**config.mk**
```make
export PLATFORM = sky130hd
export DESIGN_NAME = pin_irq_trigger
export DESIGN_NICKNAME = d
export VERILOG_FILES = /design/src/rtl/pin_irq_pkg.sv /design/src/rtl/pin_evt_detect.sv /design/src/rtl/pin_irq_gate.sv /design/src/rtl/pin_irq_status.sv /design/src/rtl/pin_irq_trigger.sv
export SDC_FILE = /design/constraint.sdc
export NUM_CORES = 1
export LEC_CHECK = 0
export ABC_AREA = 1
export BUFFER_PORTS_ARGS = -buffer_cell sky130_fd_sc_hd__buf_4
export CORE_AREA = 3 3 40 42
export CTS_CLUSTER_DIAMETER = 50
export DETAILED_ROUTE_END_ITERATION = 12
export DIE_AREA = 0 0 43 45
export PLACE_DENSITY_LB_ADDON = 0.25
export SYNTH_ARGS = -nofsm -noshare
export SYNTH_HDL_FRONTEND = slang
export SYNTH_SLANG_ARGS = --single-unit
```
**constraint.sdc**
```tcl
create_clock -name clk -period 0.91 [get_ports clk]
set_input_delay 0.182 -clock clk [delete_from_list [all_inputs] [get_ports clk]]
set_output_delay 0.182 -clock clk [all_outputs]
set_load 0.02 [all_outputs]
```
**src/rtl/pin_irq_pkg.sv**
```systemverilog
`timescale 1ns/1ps
package pin_irq_pkg;

    typedef enum logic {
        TRIG_EDGE  = 1'b0,
        TRIG_LEVEL = 1'b1
    } trig_e;

    typedef enum logic [1:0] {
        POL_HIGH_RISE = 2'b00,
        POL_LOW_FALL  = 2'b01,
        POL_ANY_EDGE  = 2'b10,
        POL_NONE      = 2'b11
    } pol_e;

    // Observations of the pin over one clock step
    typedef struct packed {
        logic rise;
        logic fall;
        logic high;
        logic low;
    } pin_obs_t;

    localparam int STS_INT  = 0;
    localparam int STS_WAKE = 1;
    localparam int NUM_STS  = 2;

    function automatic logic trig_hit(trig_e mode, pol_e pol, pin_obs_t obs);
        logic hit;
        hit = 1'b0;
        if (mode == TRIG_EDGE) begin
            case (pol)
                POL_HIGH_RISE: hit = obs.rise;
                POL_LOW_FALL:  hit = obs.fall;
                POL_ANY_EDGE:  hit = obs.rise | obs.fall;
                default:       hit = 1'b0;
            endcase
        end else begin
            case (pol)
                POL_HIGH_RISE: hit = obs.high;
                POL_LOW_FALL:  hit = obs.low;
                default:       hit = 1'b0;
            endcase
        end
        return hit;
    endfunction

endpackage

```
**src/rtl/pin_evt_detect.sv**
```systemverilog
`timescale 1ns/1ps
module pin_evt_detect
    import pin_irq_pkg::*;
(
    input  logic  clk,
    input  logic  rst,
    input  logic  pin_lvl,
    input  trig_e trig_mode,
    input  pol_e  polarity,
    output logic  evt
);

    logic     pin_q;
    logic     hist_ok;
    pin_obs_t obs;

    always_ff @(posedge clk) begin
        if (rst) begin
            pin_q   <= 1'b0;
            hist_ok <= 1'b0;
        end else begin
            pin_q   <= pin_lvl;
            hist_ok <= 1'b1;
        end
    end

    always_comb begin
        obs.rise = hist_ok & pin_lvl & ~pin_q;
        obs.fall = hist_ok & ~pin_lvl & pin_q;
        obs.high = pin_lvl;
        obs.low  = ~pin_lvl;
    end

    assign evt = trig_hit(trig_mode, polarity, obs);


    first_edge_quiet_chk: assert property (@(posedge clk) disable iff (rst)
        (!hist_ok && trig_mode == TRIG_EDGE) |-> !evt);

endmodule

```
**src/rtl/pin_irq_gate.sv**
```systemverilog
`timescale 1ns/1ps
module pin_irq_gate #(
    parameter int NUM_PWR_STATES = 3,
    parameter int PWR_W = (NUM_PWR_STATES > 1) ? $clog2(NUM_PWR_STATES) : 1
) (
    input  logic                      int_en,
    input  logic                      warm_done,
    input  logic [NUM_PWR_STATES-1:0] wake_en,
    input  logic [PWR_W-1:0]          pwr_state,
    output logic                      en_eff,
    output logic                      wake_ok
);

    logic [NUM_PWR_STATES-1:0] state_hit;

    for (genvar g = 0; g < NUM_PWR_STATES; g++) begin : g_state
        assign state_hit[g] = (pwr_state == PWR_W'(g)) & wake_en[g];
    end

    assign wake_ok = |state_hit;
    assign en_eff  = int_en & warm_done;

endmodule

```
**src/rtl/pin_irq_status.sv**
```systemverilog
`timescale 1ns/1ps
module pin_irq_status
    import pin_irq_pkg::*;
(
    input  logic               clk,
    input  logic               rst,
    input  logic [NUM_STS-1:0] set_v,
    input  logic [NUM_STS-1:0] clr_v,
    output logic [NUM_STS-1:0] sts
);

    for (genvar b = 0; b < NUM_STS; b++) begin : g_bit
        always_ff @(posedge clk) begin
            if (rst)           sts[b] <= 1'b0;
            else if (set_v[b]) sts[b] <= 1'b1;
            else if (clr_v[b]) sts[b] <= 1'b0;
        end


        sticky_hold_chk: assert property (@(posedge clk) disable iff (rst)
            (sts[b] && !clr_v[b]) |=> sts[b]);


        w1c_clear_chk: assert property (@(posedge clk) disable iff (rst)
            (clr_v[b] && !set_v[b]) |=> !sts[b]);
    end

endmodule

```
**src/rtl/pin_irq_trigger.sv**
```systemverilog
`timescale 1ns/1ps
module pin_irq_trigger
    import pin_irq_pkg::*;
#(
    parameter int NUM_PWR_STATES = 3,
    localparam int PWR_W = (NUM_PWR_STATES > 1) ? $clog2(NUM_PWR_STATES) : 1
) (
    input  logic                      clk,
    input  logic                      rst,
    input  logic                      pin_lvl,
    input  logic                      cfg_level_mode,
    input  logic [1:0]                cfg_polarity,
    input  logic                      cfg_int_en,
    input  logic                      cfg_int_unmask,
    input  logic [NUM_PWR_STATES-1:0] cfg_wake_en,
    input  logic [PWR_W-1:0]          pwr_state,
    input  logic                      warm_done,
    input  logic                      clr_int_sts,
    input  logic                      clr_wake_sts,
    output logic                      int_en_rd,
    output logic                      int_sts,
    output logic                      wake_sts,
    output logic                      pending
);

    logic               evt;
    logic               en_eff;
    logic               wake_ok;
    logic [NUM_STS-1:0] set_v;
    logic [NUM_STS-1:0] clr_v;
    logic [NUM_STS-1:0] sts;

    pin_evt_detect u_detect (
        .clk       (clk),
        .rst       (rst),
        .pin_lvl   (pin_lvl),
        .trig_mode (trig_e'(cfg_level_mode)),
        .polarity  (pol_e'(cfg_polarity)),
        .evt       (evt)
    );

    pin_irq_gate #(
        .NUM_PWR_STATES (NUM_PWR_STATES),
        .PWR_W          (PWR_W)
    ) u_gate (
        .int_en    (cfg_int_en),
        .warm_done (warm_done),
        .wake_en   (cfg_wake_en),
        .pwr_state (pwr_state),
        .en_eff    (en_eff),
        .wake_ok   (wake_ok)
    );

    always_comb begin
        set_v           = '0;
        set_v[STS_INT]  = evt & en_eff;
        set_v[STS_WAKE] = evt & en_eff & wake_ok;
        clr_v           = '0;
        clr_v[STS_INT]  = clr_int_sts;
        clr_v[STS_WAKE] = clr_wake_sts;
    end

    pin_irq_status u_status (
        .clk   (clk),
        .rst   (rst),
        .set_v (set_v),
        .clr_v (clr_v),
        .sts   (sts)
    );

    assign int_sts   = sts[STS_INT];
    assign wake_sts  = sts[STS_WAKE];
    assign int_en_rd = en_eff;
    assign pending   = (int_sts | wake_sts) & cfg_int_unmask;


    capture_needs_enable_chk: assert property (@(posedge clk) disable iff (rst)
        $rose(int_sts) |-> $past(int_en_rd));


    wake_needs_state_chk: assert property (@(posedge clk) disable iff (rst)
        $rose(wake_sts) |-> ($past(wake_ok) && int_sts));


    level_bad_code_chk: assert property (@(posedge clk) disable iff (rst)
        (cfg_level_mode && cfg_polarity[1] && !int_sts) |=> !int_sts);

endmodule

```
# [Yosys cells after proc, flatten, opt, wreduce, memory -nomap -nowiden]
# Index checks and enable logic that the tools add are counted.
# Widths: inputs -> output; s select.
[op_classes] n_eq_ne=4 muxes=8 bitwise=15 reduce_logical=5
[op_table] operator="$and 1x1->1" count=11
[op_table] operator="$mux 1" count=6
[op_table] operator="$eq 2x1->1 const B" count=2
[op_table] operator="$eq 2x2->1 const B" count=2
[op_table] operator="$logic_not 2->1" count=2
[op_table] operator="$reduce_bool 2->1" count=2
[op_table] operator="$pmux 1 s3" count=1
[op_table] operator="$reduce_or 3->1" count=1
[op_table] operator="$not 1->1" count=2
[op_table] operator="$or 1x1->1" count=2
[op_table] operator="$pmux 1 s2" count=1
[totals] register_bits=4 in_bits=16 output_inout_bits=4 word_cells=36

# [Longest topological paths before layout]
[depth] ltp_word=9 mapped_depth=6 mapped_depth_nobuf=6

# [Hierarchy]
# From an unflattened synthesis, not the netlist that was laid out.
[unflattened] cells_unflattened=46 hier_area_um2=251.5
[modules_own_cells] module="pin_evt_detect" n_inst=1 cells_each=21 area_per_inst_um2=115.1 seq_area_each_um2=40.0
[modules_own_cells] module="pin_irq_status" n_inst=1 cells_each=10 area_per_inst_um2=72.6 seq_area_each_um2=40.0
[modules_own_cells] module="pin_irq_gate" n_inst=1 cells_each=8 area_per_inst_um2=35.0 seq_area_each_um2=0.0
[modules_own_cells] module="pin_irq_trigger" n_inst=1 cells_each=7 area_per_inst_um2=28.8 seq_area_each_um2=0.0

# [Worst setup path after synthesis]
# OpenSTA, ideal clock, no wires.
[synth_path] path_kind="reg2out" startpoint="register u_status.sts[1]" endpoint="output port pending" arrival_ns=0.702 required_ns=0.728 slack_ns=0.026 path_stages_with_launch=2 path_buffers=0 cell_sequence="dfxtp_1 o21a_1"
[synth_via] elab_chain_cells=2
[synth_rtl] element="start: declaration" line="pin_irq_status.sv:9" rtl="output logic [NUM_STS-1:0] sts"
[synth_rtl] element="start signal: indexed assignment" line="pin_irq_status.sv:14" rtl="if (rst) sts[b] <= 1'b0;"
[synth_rtl] element="start signal: indexed assignment" line="pin_irq_status.sv:15" rtl="else if (set_v[b]) sts[b] <= 1'b1;"
[synth_rtl] element="start signal: indexed assignment" line="pin_irq_status.sv:16" rtl="else if (clr_v[b]) sts[b] <= 1'b0;"
[synth_rtl] element="$or 1x1->1" line="pin_irq_trigger.sv:74" rtl="assign pending = (int_sts | wake_sts) & cfg_int_unmask;"
[synth_rtl] element="$and 1x1->1" line="pin_irq_trigger.sv:74"
[synth_rtl] element="end: declaration" line="pin_irq_trigger.sv:23" rtl="output logic pending"
# No other way between the ends.

# [Worst setup path in the final report]
[layout_path] startpoint="register u_status.sts[0]" endpoint="output port pending"
# Same word-level chain as after synthesis.

==> metrics.csv <==
metric;value;unit
status;finished, violations left;
violations;setup timing;
finalCritPeriodShare;115;%
switching_share;22.5;%
setup_viol;2;
grt-ovfl-total;0;
numCtsBuffers;3;
drv_slew;0;
comb_power_share;23.6;%
crit_chain;o21a_1 > buf_6;
power_density;1140;mW/mm2
hp-start;rst;
start_util;19.0;%
layout_commonest_cell;buf_4;
wl_per_cell;7.88;um
synth-seq-cells;4;
ant_nets;0;
io_pins;20;
required;730;ps
hold_viol;0;
rsz0062_at_grt;true;
drt_iter0_drc;7;
h-tree-depth;1;
routed_wirelength;615;um
synth_fp_nets;56;
via_count;305;
die_y;45;um
synth_top_area_share;32.8;%
endpoint_kind;output port;
finalClockSkew;1.31;ps
cts_tree;done;
syn_inst;40;
yosysTopAreaCell;dfxtp_1;
grt_max_degree;5;
post-route-min-period;1040;ps
whs;133;ps
grt_pass1_vias;256;
antenna_cells;0;
final_cell_mix;18 x buf_4, 10 x inv_1, 8 x nand2_1;
die-area;0.00194;mm2
total_power;515;uW
hold_buffers;0;
core_area;0.00128;mm2
min_to;u_status.sts[1];
first_pass_iters;4;
max_freq;0.958;GHz
arrival;860;ps
crit_type;reg2out;
reg2reg_depth;6;
intPower;399;uW
max_slew_margin;87.6;%
io_buffer_count;19;
grt_pass1_wl;938;um
p_seq_share;36.1;%
fin_nets;81;
cp_max_fo;2;
worstSkewPairLatency;230;ps
placementRows;13;
root_buffer;clkbuf_4;
placed_area;405;um2
clockBufferDepth;2;
netSwitchingPower;116;uW
yosysSeqAreaShare;32.8;%
antenna_found_initial;0;
global_route.usage.total;6.92;%
gp_congestion;0.618;
die_w;43;um
fillCellCount;151;
cp-start-kind;flop;
whs_path_depth;2;
p_leak;0.000253;uW
fin_util;35.1;%
r2r_end;u_status.sts[1];
synth_area;244;um2
path_clk_slew;30;ps
numPlacedInstances;74;
max_stage_delay;310;ps
worstHoldPathType;in2reg;
via_per_inst;3.91;
tightest_slew;186;ps
drive_gt1_share;47.6;%
setup_ws;-133;ps
synth_area_leaders;dfxtp_1 33%, inv_1 15%, nand2_1 12%, nand3_1 10%, nand2_2 5.1%;
drc;0;
synth_cell_types;13;
crit_buf_inv;1;
cts_sinks;4;
crit_slowest_cell;dfxtp_2;
maxCapViolations;0;
vdd.ir_drop.worst;0.000768;V
finalInstanceArea;450;um2
instances_no_fill;78;
clockPowerShare;40.3;%
yosysWarnings;0;
synth.avg_cell_area;6.10;um2
path_delay_family;flip-flops;
synthToLayoutAreaGrowth;84.6;%
r2r_start;u_detect.hist_ok;
rrSetupSlack;100;ps
-- worst max path at each step --
stage	startpoint	endpoint	slack, ps	cells after the start
2_1_floorplan	u_status.sts[1]	pending	30	1
4_1_cts	u_status.sts[0]	pending	-130	2
5_1_grt	u_status.sts[0]	pending	-180	2
6_report	u_status.sts[0]	pending	-130	2
3_3_place_gp	cfg_polarity[0]	u_status.sts[1]	60	6
3_5_place_dp	cfg_polarity[0]	u_status.sts[1]	70	6
-- Yosys cell counts (all sizes together) --
library cell and n:
nand3 5, nor2 4, a21oi 2, nand2 10
inv 11, dfxtp 4, o21a 1, o21ai 1
nand4 1, clkinv 1
-- metrics by stage --
step / TNS, ps / setup WS [ps]
final: -190 / -133
after detailed placement: 0 / 67.1
after global routing: -291 / -175
after CTS: -198 / -132
after floorplan: 0 / 25.6
after global placement: 0 / 59.2
-- registers in the layout, indices dropped and copies added, names as in the netlist --
register,cells
u_status.sts,2
u_detect.hist_ok,1
u_detect.pin_q,1
-- logic make-up after synthesis --
group | count (synthesis) | share of synthesized area [%]
flip-flops | 4 | 32.8
buffers and inverters | 12 | 20.5
AO/OA/AOI/OAI | 4 | 9.23
AND/OR/NAND/NOR | 20 | 37.4
-- repair_timing --
item                       in CTS  in global routing
gates cloned                    0                  0
setup endpoints to repair       3                  4
buffers inserted                1                  0
pin swaps                       1                  2
gates resized for setup         4                  2
-- layout make-up --
type	instances	area (um2)	area share (%)
Multi-Input combinational cell	24	119	26.4
Sequential cell	4	82.6	18.3
Timing Repair Buffer	20	158	35.0
Tap cell	15	18.8	4.17
Inverter	12	50.0	11.1
Clock buffer	3	22.5	5.00
-- worst register-to-register path, stage by stage (launching register included) --
cell and delay (ps):
dfxtp_1 300, inv_1 40, nand2_2 60, nand2_2 60
nor2_4 80, nand4_1 70, a21oi_1 130
-- power groups by stage --
stage               combinational, uW  clock, uW  sequential, uW
finish                            122        207             186
global route                      136        241             186
CTS                               120        222             186
detailed placement                115          0             188
global placement                  115          0             188
floorplan                        45.9          0             190
-- metal layers --
metal  vias up  routed length, um  global-route usage (%)
met1       125                271                    7.97
met2        13                241                    9.58
met4         0                  0                    3.61
li1        167                  -                       -
met5         -                  0                       0
met3         0                102                    4.78
Power figures use the tool's default switching activity.
